<file path="src/rtl/gpio_cmp_pkg.sv">
`timescale 1ns/1ps
package gpio_cmp_pkg;
  localparam int unsigned OFF_OUT  = 32'h00;
  localparam int unsigned OFF_IN   = 32'h10;
  localparam int unsigned OFF_CMP  = 32'h20;
  localparam int unsigned OFF_MASK = 32'h28;
  localparam int unsigned OFF_DIR  = 32'h30;

  typedef enum logic [2:0] {
    SEL_NONE, SEL_OUT, SEL_IN, SEL_CMP, SEL_MASK, SEL_DIR
  } reg_sel_e;
endpackage

</file>
<file path="src/rtl/gpio_sync.sv">
`timescale 1ns/1ps
module gpio_sync #(
  parameter int unsigned WIDTH  = 6,
  parameter int unsigned STAGES = 2
) (
  input  logic             clk_i,
  input  logic             rst_ni,
  input  logic [WIDTH-1:0] d_i,
  output logic [WIDTH-1:0] q_o
);
  logic [STAGES-1:0][WIDTH-1:0] ff_q;

  for (genvar s = 0; s < STAGES; s++) begin : g_stage
    if (s == 0) begin : g_first
      always_ff @(posedge clk_i or negedge rst_ni)
        if (!rst_ni) ff_q[0] <= '0;
        else         ff_q[0] <= d_i;
    end else begin : g_next
      always_ff @(posedge clk_i or negedge rst_ni)
        if (!rst_ni) ff_q[s] <= '0;
        else         ff_q[s] <= ff_q[s-1];
    end
  end

  assign q_o = ff_q[STAGES-1];
endmodule

</file>
<file path="src/rtl/gpio_cmp.sv">
`timescale 1ns/1ps
module gpio_cmp #(
  parameter int unsigned WIDTH = 6
) (
  input  logic             clk_i,
  input  logic             rst_ni,
  input  logic [WIDTH-1:0] pin_i,
  input  logic [WIDTH-1:0] cmp_i,
  input  logic [WIDTH-1:0] mask_i,
  output logic             irq_o
);
  logic [WIDTH-1:0] miss;

  assign miss  = (pin_i ^ cmp_i) & mask_i;
  assign irq_o = |miss;


  irq_masked_chk: assert property (@(posedge clk_i) disable iff (!rst_ni)
    (mask_i == '0) |-> !irq_o);


  irq_match_chk: assert property (@(posedge clk_i) disable iff (!rst_ni)
    (pin_i == cmp_i) |-> !irq_o);
endmodule

</file>
<file path="src/rtl/gpio_regs.sv">
`timescale 1ns/1ps
module gpio_regs
  import gpio_cmp_pkg::*;
#(
  parameter int unsigned WIDTH  = 6,
  parameter int unsigned ADDR_W = 8,
  parameter int unsigned DATA_W = 32
) (
  input  logic              clk_i,
  input  logic              rst_ni,
  input  logic              req_i,
  input  logic              we_i,
  input  logic [ADDR_W-1:0] addr_i,
  input  logic [DATA_W-1:0] wdata_i,
  output logic [DATA_W-1:0] rdata_o,
  input  logic [WIDTH-1:0]  pin_sync_i,
  output logic [WIDTH-1:0]  out_o,
  output logic [WIDTH-1:0]  dir_o,
  output logic [WIDTH-1:0]  cmp_o,
  output logic [WIDTH-1:0]  mask_o
);
  reg_sel_e          sel;
  logic [WIDTH-1:0]  out_q, dir_q, cmp_q, mask_q;
  logic [WIDTH-1:0]  rd_val;
  logic [DATA_W-1:0] rdata_q;
  logic              wr_en, rd_en;

  always_comb begin
    unique case (addr_i)
      ADDR_W'(OFF_OUT):  sel = SEL_OUT;
      ADDR_W'(OFF_IN):   sel = SEL_IN;
      ADDR_W'(OFF_CMP):  sel = SEL_CMP;
      ADDR_W'(OFF_MASK): sel = SEL_MASK;
      ADDR_W'(OFF_DIR):  sel = SEL_DIR;
      default:           sel = SEL_NONE;
    endcase
  end

  assign wr_en = req_i & we_i;
  assign rd_en = req_i & ~we_i;

  always_ff @(posedge clk_i or negedge rst_ni) begin
    if (!rst_ni) begin
      out_q  <= '0;
      dir_q  <= '0;
      cmp_q  <= '0;
      mask_q <= '0;
    end else if (wr_en) begin
      unique case (sel)
        SEL_OUT:  out_q  <= wdata_i[WIDTH-1:0];
        SEL_CMP:  cmp_q  <= wdata_i[WIDTH-1:0];
        SEL_MASK: mask_q <= wdata_i[WIDTH-1:0];
        SEL_DIR:  dir_q  <= wdata_i[WIDTH-1:0];
        default:  ;
      endcase
    end
  end

  always_comb begin
    unique case (sel)
      SEL_OUT:  rd_val = out_q;
      SEL_IN:   rd_val = pin_sync_i;
      SEL_CMP:  rd_val = cmp_q;
      SEL_MASK: rd_val = mask_q;
      SEL_DIR:  rd_val = dir_q;
      default:  rd_val = '0;
    endcase
  end

  always_ff @(posedge clk_i or negedge rst_ni) begin
    if (!rst_ni)    rdata_q <= '0;
    else if (rd_en) rdata_q <= DATA_W'(rd_val);
    else            rdata_q <= '0;
  end

  assign rdata_o = rdata_q;
  assign out_o   = out_q;
  assign dir_o   = dir_q;
  assign cmp_o   = cmp_q;
  assign mask_o  = mask_q;


  reset_state_chk: assert property (@(posedge clk_i) disable iff (!rst_ni)
    $rose(rst_ni) |-> (out_q == '0 && dir_q == '0 && cmp_q == '0 && mask_q == '0));


  rdata_idle_chk: assert property (@(posedge clk_i) disable iff (!rst_ni)
    !$past(rd_en) |-> (rdata_o == '0));


  ro_write_chk: assert property (@(posedge clk_i) disable iff (!rst_ni)
    (wr_en && sel == SEL_IN) |=>
      ($stable(out_q) && $stable(dir_q) && $stable(cmp_q) && $stable(mask_q)));
endmodule

</file>
<file path="src/rtl/gpio_cmp_port.sv">
`timescale 1ns/1ps
module gpio_cmp_port #(
  parameter int unsigned WIDTH       = 6,
  parameter int unsigned ADDR_W      = 8,
  parameter int unsigned DATA_W      = 32,
  parameter int unsigned SYNC_STAGES = 2
) (
  input  logic              clk_i,
  input  logic              rst_ni,
  input  logic              req_i,
  input  logic              we_i,
  input  logic [ADDR_W-1:0] addr_i,
  input  logic [DATA_W-1:0] wdata_i,
  output logic [DATA_W-1:0] rdata_o,
  input  logic [WIDTH-1:0]  pin_i,
  output logic [WIDTH-1:0]  pin_o,
  output logic [WIDTH-1:0]  pin_oe_o,
  output logic              irq_o
);
  logic [WIDTH-1:0] pin_sync, out_val, dir_val, cmp_val, mask_val;

  gpio_sync #(.WIDTH(WIDTH), .STAGES(SYNC_STAGES)) u_sync (
    .clk_i (clk_i),
    .rst_ni(rst_ni),
    .d_i   (pin_i),
    .q_o   (pin_sync)
  );

  gpio_regs #(.WIDTH(WIDTH), .ADDR_W(ADDR_W), .DATA_W(DATA_W)) u_regs (
    .clk_i     (clk_i),
    .rst_ni    (rst_ni),
    .req_i     (req_i),
    .we_i      (we_i),
    .addr_i    (addr_i),
    .wdata_i   (wdata_i),
    .rdata_o   (rdata_o),
    .pin_sync_i(pin_sync),
    .out_o     (out_val),
    .dir_o     (dir_val),
    .cmp_o     (cmp_val),
    .mask_o    (mask_val)
  );

  gpio_cmp #(.WIDTH(WIDTH)) u_cmp (
    .clk_i (clk_i),
    .rst_ni(rst_ni),
    .pin_i (pin_sync),
    .cmp_i (cmp_val),
    .mask_i(mask_val),
    .irq_o (irq_o)
  );

  assign pin_oe_o = dir_val;
  assign pin_o    = out_val & dir_val;


  undriven_low_chk: assert property (@(posedge clk_i) disable iff (!rst_ni)
    (pin_o & ~pin_oe_o) == '0);
endmodule

</file>
<file path="config.mk">
export PLATFORM = sky130hd
export DESIGN_NAME = gpio_cmp_port
export DESIGN_NICKNAME = d
export VERILOG_FILES = /design/src/rtl/gpio_cmp_pkg.sv /design/src/rtl/gpio_sync.sv /design/src/rtl/gpio_cmp.sv /design/src/rtl/gpio_regs.sv /design/src/rtl/gpio_cmp_port.sv
export SDC_FILE = /design/constraint.sdc
export NUM_CORES = 1
export LEC_CHECK = 0
export CELL_PAD_IN_SITES_DETAIL_PLACEMENT = 2
export CELL_PAD_IN_SITES_GLOBAL_PLACEMENT = 2
export CORE_UTILIZATION = 23
export CTS_CLUSTER_DIAMETER = 150
export DETAILED_ROUTE_END_ITERATION = 6
export PLACE_DENSITY = 0.77
export RECOVER_POWER = 50
export SLEW_MARGIN = 10
export SYNTH_ARGS = -nofsm -noshare
export SYNTH_HDL_FRONTEND = slang
export SYNTH_SLANG_ARGS = --single-unit
</file>
<file path="constraint.sdc">
create_clock -name clk_i -period 1 [get_ports clk_i]
set_input_delay 0.1 -clock clk_i [delete_from_list [all_inputs] [get_ports clk_i]]
set_output_delay 0.1 -clock clk_i [all_outputs]
set_load 0.01 [all_outputs]
</file>
Word level (Yosys, flattened, before mapping)
Index checks and enable logic that the tools add are counted.

word-level totals
  register bits after elaboration = 42
  input port bits = 50
  logic and storage cells = 31

operators by class
  eq/ne operators = 9
  mux-type cells = 3
  bitwise operators = 6
  reduce and logical (&&, ||, !) cells = 6

operators with widths
  cell                  number
  $pmux W6 S5           1
  $eq A8 B6 Y1 const B  3
  $pmux W3 S5           1
  $and A6 B6 Y6         2
  $eq A8 B5 Y1 const B  1
  $logic_not A8 Y1      1
  $reduce_and A2 Y1     4
  $eq A3 B2 Y1 const B  2
  $eq A3 B3 Y1 const B  2
  $mux W6               1
  $reduce_or A6 Y1      1
  $xor A6 B6 Y6         1
  $eq A3 B1 Y1 const B  1
  $and A1 B1 Y1         2
  $not A1 Y1            1

Logic depth before layout (Yosys ltp)
  word-level depth = 5
  depth in mapped cells = 6
  depth with buffers taken out = 3

By module
From an unflattened synthesis, not the netlist that was laid out.

second synthesis, totals
  cell total of the unflattened synthesis = 163
  area total of the unflattened synthesis = 2,083.2 um^2

modules (own cells, without submodules)
  module         times used  cells each  area an instance (um^2)  sequential area each (um^2)
  gpio_regs      1           129         1,620.3                  750.7
  gpio_sync      1           18          345.3                    300.3
  gpio_cmp       1           10          80.1                     0.0
  gpio_cmp_port  1           6           37.5                     0.0

Least setup slack after synthesis
OpenSTA, ideal clock, no wires.

  kind = input -> register
  start = input addr_i[5]
  end = register u_regs.mask_q[0], in the netlist u_regs.mask_o[0]
  arrival = 1.082 ns
  path slack = -0.207 ns
  stages on the path = 6
  buffers on the path = 3
  cell sequence = buf_6 -> and3b_1 -> buf_6 -> and4_4 -> buf_6 -> mux2_4

on the way
  cells in the longest elaborated chain, start to end = 4
  elaborated cells between the ends (all ways) = 8
  those cells by class = 5 x eq/ne; 1 x mux; 2 x reduce/logical

ends and longest elaborated chain
  what                                    RTL line             source
  from (decl)                             gpio_cmp_port.sv:12  input logic [ADDR_W-1:0] addr_i,
  $eq A8 B6 Y1 (tied with other cells)    gpio_regs.sv:29      unique case (addr_i)
  $pmux W3 S5 (*)                         gpio_regs.sv:29
  $eq A3 B3 Y1 (*)                        gpio_regs.sv:49      unique case (sel)
  $reduce_and A2 Y1 (no source line) (*)  n/a
  to (signal assigned)                    gpio_regs.sv:52      SEL_MASK: mask_q <= wdata_i[WIDTH-1:0];
  to (decl)                               gpio_regs.sv:23      logic [WIDTH-1:0] out_q, dir_q, cmp_q, mask_q;

Every way passes the cells marked *; elsewhere a longest branch is shown, timed or not.
A chain may end at the register's enable or synchronous reset.

Final worst setup path
  start = register u_sync.ff_q, in the netlist u_sync.q_o[1]
  end = output irq_o

on the way
  cells in the longest elaborated chain, start to end = 3

ends and longest elaborated chain
  what                               RTL line             source
  from (decl)                        gpio_sync.sv:11      logic [STAGES-1:0][WIDTH-1:0] ff_q;
  from (signal, indexed assignment)  gpio_sync.sv:21      else ff_q[s] <= ff_q[s-1];
  $xor A6 B6 Y6                      gpio_cmp.sv:14       assign miss = (pin_i ^ cmp_i) & mask_i;
  $and A6 B6 Y6                      gpio_cmp.sv:14
  $reduce_or A6 Y1                   gpio_cmp.sv:15       assign irq_o = |miss;
  to (decl)                          gpio_cmp_port.sv:18  output logic irq_o

No other way between the ends.

==> results.cfg <==
[route]
first_iter_violations = 35
routedWlPerCell_um = 19.27
ant_nets = 0
first_pass_iters = 3
viasPerCell = 4.306
wirelength_mm = 6.994
drc = 0
vias = 1563

[synthesis]
async_flop_share_pct = 100.0
synth_seq_cells = 42
avgSynthCellArea_sq_um = 13.03
yosysWarningCount = 0
ys_top_cells_by_area = dfrtp_1, mux2_2, buf_4
synthCells = 158
synth.most_common_cell = dfrtp_1
yosys.area.top_type = dfrtp_1
netlist_top_cells_count = dfrtp_1, mux2_2, buf_4
synthDistinctLibCells = 24
synth_seq_area_share_pct = 51.03
synth_flop_cell = dfrtp_1
synth_edf_count = 0
synth_top_area_share_pct = 51.03
syn_area_sq_um = 2059

[sta]
setup_slack_ns = -0.4938
final_max_slew_viol_count = 0
tightest_slew_ns = 0.5150
setup_viol = 37
grt_setup_unrepaired = true
tns_ns = -4.435
hold_viol = 0
finalCritPeriodShare_pct = 149.4
layout_min_cycle_time_ns = 1.494
slew-limit-headroom_pct = 65.51
finClkSkew_ns = 0.01261
fmax_mhz = 669.4

[layout]
register_area_sq_um = 1051
drive_gt1_share_pct = 61.18
num_antenna_cells = 0
nets = 304
fin_cells = 363
nFillCells = 926
area_growth_pct = 55.35
multi_input_area_sq_um = 1033

[floorplanning]
fp.coreArea_sq_um = 8678
row_count = 34
die_area_sq_um = 9336
die_h_um = 96.63
die_w_um = 96.63
start_util_pct = 23.73
io-pin-count = 95

[global_routing]
grt_max_degree = 16
track_usage_pct = 15.97
grt_pass1_wl_mm = 11.24
grt_pass1_vias = 1854
grt.overflow.total = 0
grt_antenna_before_repair = 0

[cts]
cts_tree = built
cts_made_buffers = 5
cts_root_buffer = clkbuf_8
clkLatencyLatePin_ns = 0.30
cts_max_level = 2
clk_pin_slew_ns = 0.09
clockBufferDepth = 2
cts_sinks = 42

[critical_path]
path_max_fanout = 2
r2r-start = u_regs.dir_o[2]
cp-end-kind = output port
critPathKind = reg2out
cp.arrival_ns = 1.39
start_kind = flop
worstPathRequired_ns = 0.90
startpoint = u_sync.q_o[1]

[power_and_ir_drop]
p_leak_nw = 1.595
vdd_drop_max_v = 0.0004672
power.density_nw_per_um2 = 1093
finalPower_mw = 3.497

[worst_hold_path]
hold_path.class = in2async

[place]
port_buffers = 42
place_hpwl_mm = 4.250
gp_congestion = 0.7289
dp.cells = 332

[run]
max_cap_viol_count = 0

[status]
status = complete, but fails checks
violations = setup timing
-- per-stage QoR --
step / hold slack, ns / setup slack (ns) / cell area [sq um] / util (%)
detailed placement: 0.07580 / -0.8268 / 2740 / 31.57
global placement: 0.06202 / -0.7849 / 2740 / 31.57
floorplan: -0.1956 / -0.2002 / 2188 / -
global route: 0.3108 / -0.5743 / 3199 / 36.87
finish: 0.2886 / -0.4938 / 3199 / 36.87
CTS: 0.2333 / -0.5104 / 3182 / 36.66
-- metal layers --
metal	up-vias	routed length [um]	share of wire (%)	global-route usage (%)
met2	56	3734	53	27.95
met4	0	148	2.1	6.889
li1	688	-	-	-
met3	9	289	4.1	2.962
met5	-	0	0	0
met1	810	2822	40	19.05
-- cell usage in the layout, fill, tap and decap left out, drive strengths merged, types with 3 or more instances in the layout --
cell type      count
a21oi              6
and2               7
nand2              6
buf               76
a22oi              9
clkbuf            11
xor2               6
nor2               3
mux2              36
dfrtp             42
clkdlybuf4s50      6
dlygate4sd3        7
conb              26
-- flip-flops by register name (all words and copies together), names as in the netlist --
| register | count |
|---|---|
| u_regs.rdata_o | 6 |
| u_regs.dir_o | 6 |
| u_sync.ff_q | 6 |
| u_regs.out_o | 6 |
| u_regs.cmp_o | 6 |
| u_sync.q_o | 6 |
| u_regs.mask_o | 6 |
-- critical path, stage by stage (launching register included) --
cell	delay, ns
dfrtp_1	0.43
xor2_1	0.17
a22oi_1	0.18
nand3_1	0.14
buf_2	0.17
-- report_power, final --
group / switching (mW) / internal [mW]
clock network: 0.626 / 0.556
logic: 0.261 / 0.269
registers: 0.0375 / 1.75
-- layout make-up --
cell class | instances | area share (%)
clock buffers | 6 | 2.581
clock inverters | 2 | 0.3911
multi-input cells | 110 | 32.30
flip-flops and latches | 42 | 32.85
well taps | 108 | 4.224
repair buffers | 95 | 27.65
-- cell families (layout without fill, tap and decap cells) --
logic type / after synthesis / after routing / synth area share, %
multiplexers: 36 / 36 / 20.78
other: 1 / 26 / 0.1821
flip-flops: 42 / 42 / 51.03
AND/OR/NAND/NOR: 27 / 27 / 8.992
buffers and inverters: 31 / 103 / 11.72
XOR/XNOR: 6 / 6 / 2.552
AO/OA/AOI/OAI: 15 / 15 / 4.739
-- final timing paths --
| check | slack, ns | depth (start not counted) | end |
|---|---|---|---|
| max | -0.49 | 4 | irq_o |
| min | 0.29 | 2 | u_regs.dir_o[2] |
| max reg2reg | -0.28 | 5 | u_regs.rdata_o[2] |
| min reg2reg | 0.35 | 0 | u_sync.q_o[2] |
| max in group asynchronous | 0.04 | 3 | u_regs.cmp_o[1] |
| min in group clk_i | 0.33 | 4 | u_regs.rdata_o[4] |
-- repair_timing --
item,4_1_cts,5_1_grt
pin swaps,17,11
gates resized for setup,179,24
hold buffers,1,0
endpoints found under the setup margin,49,43
buffers inserted,26,8
endpoints found under the hold margin,12,0
(Power assumes the default switching activity.)
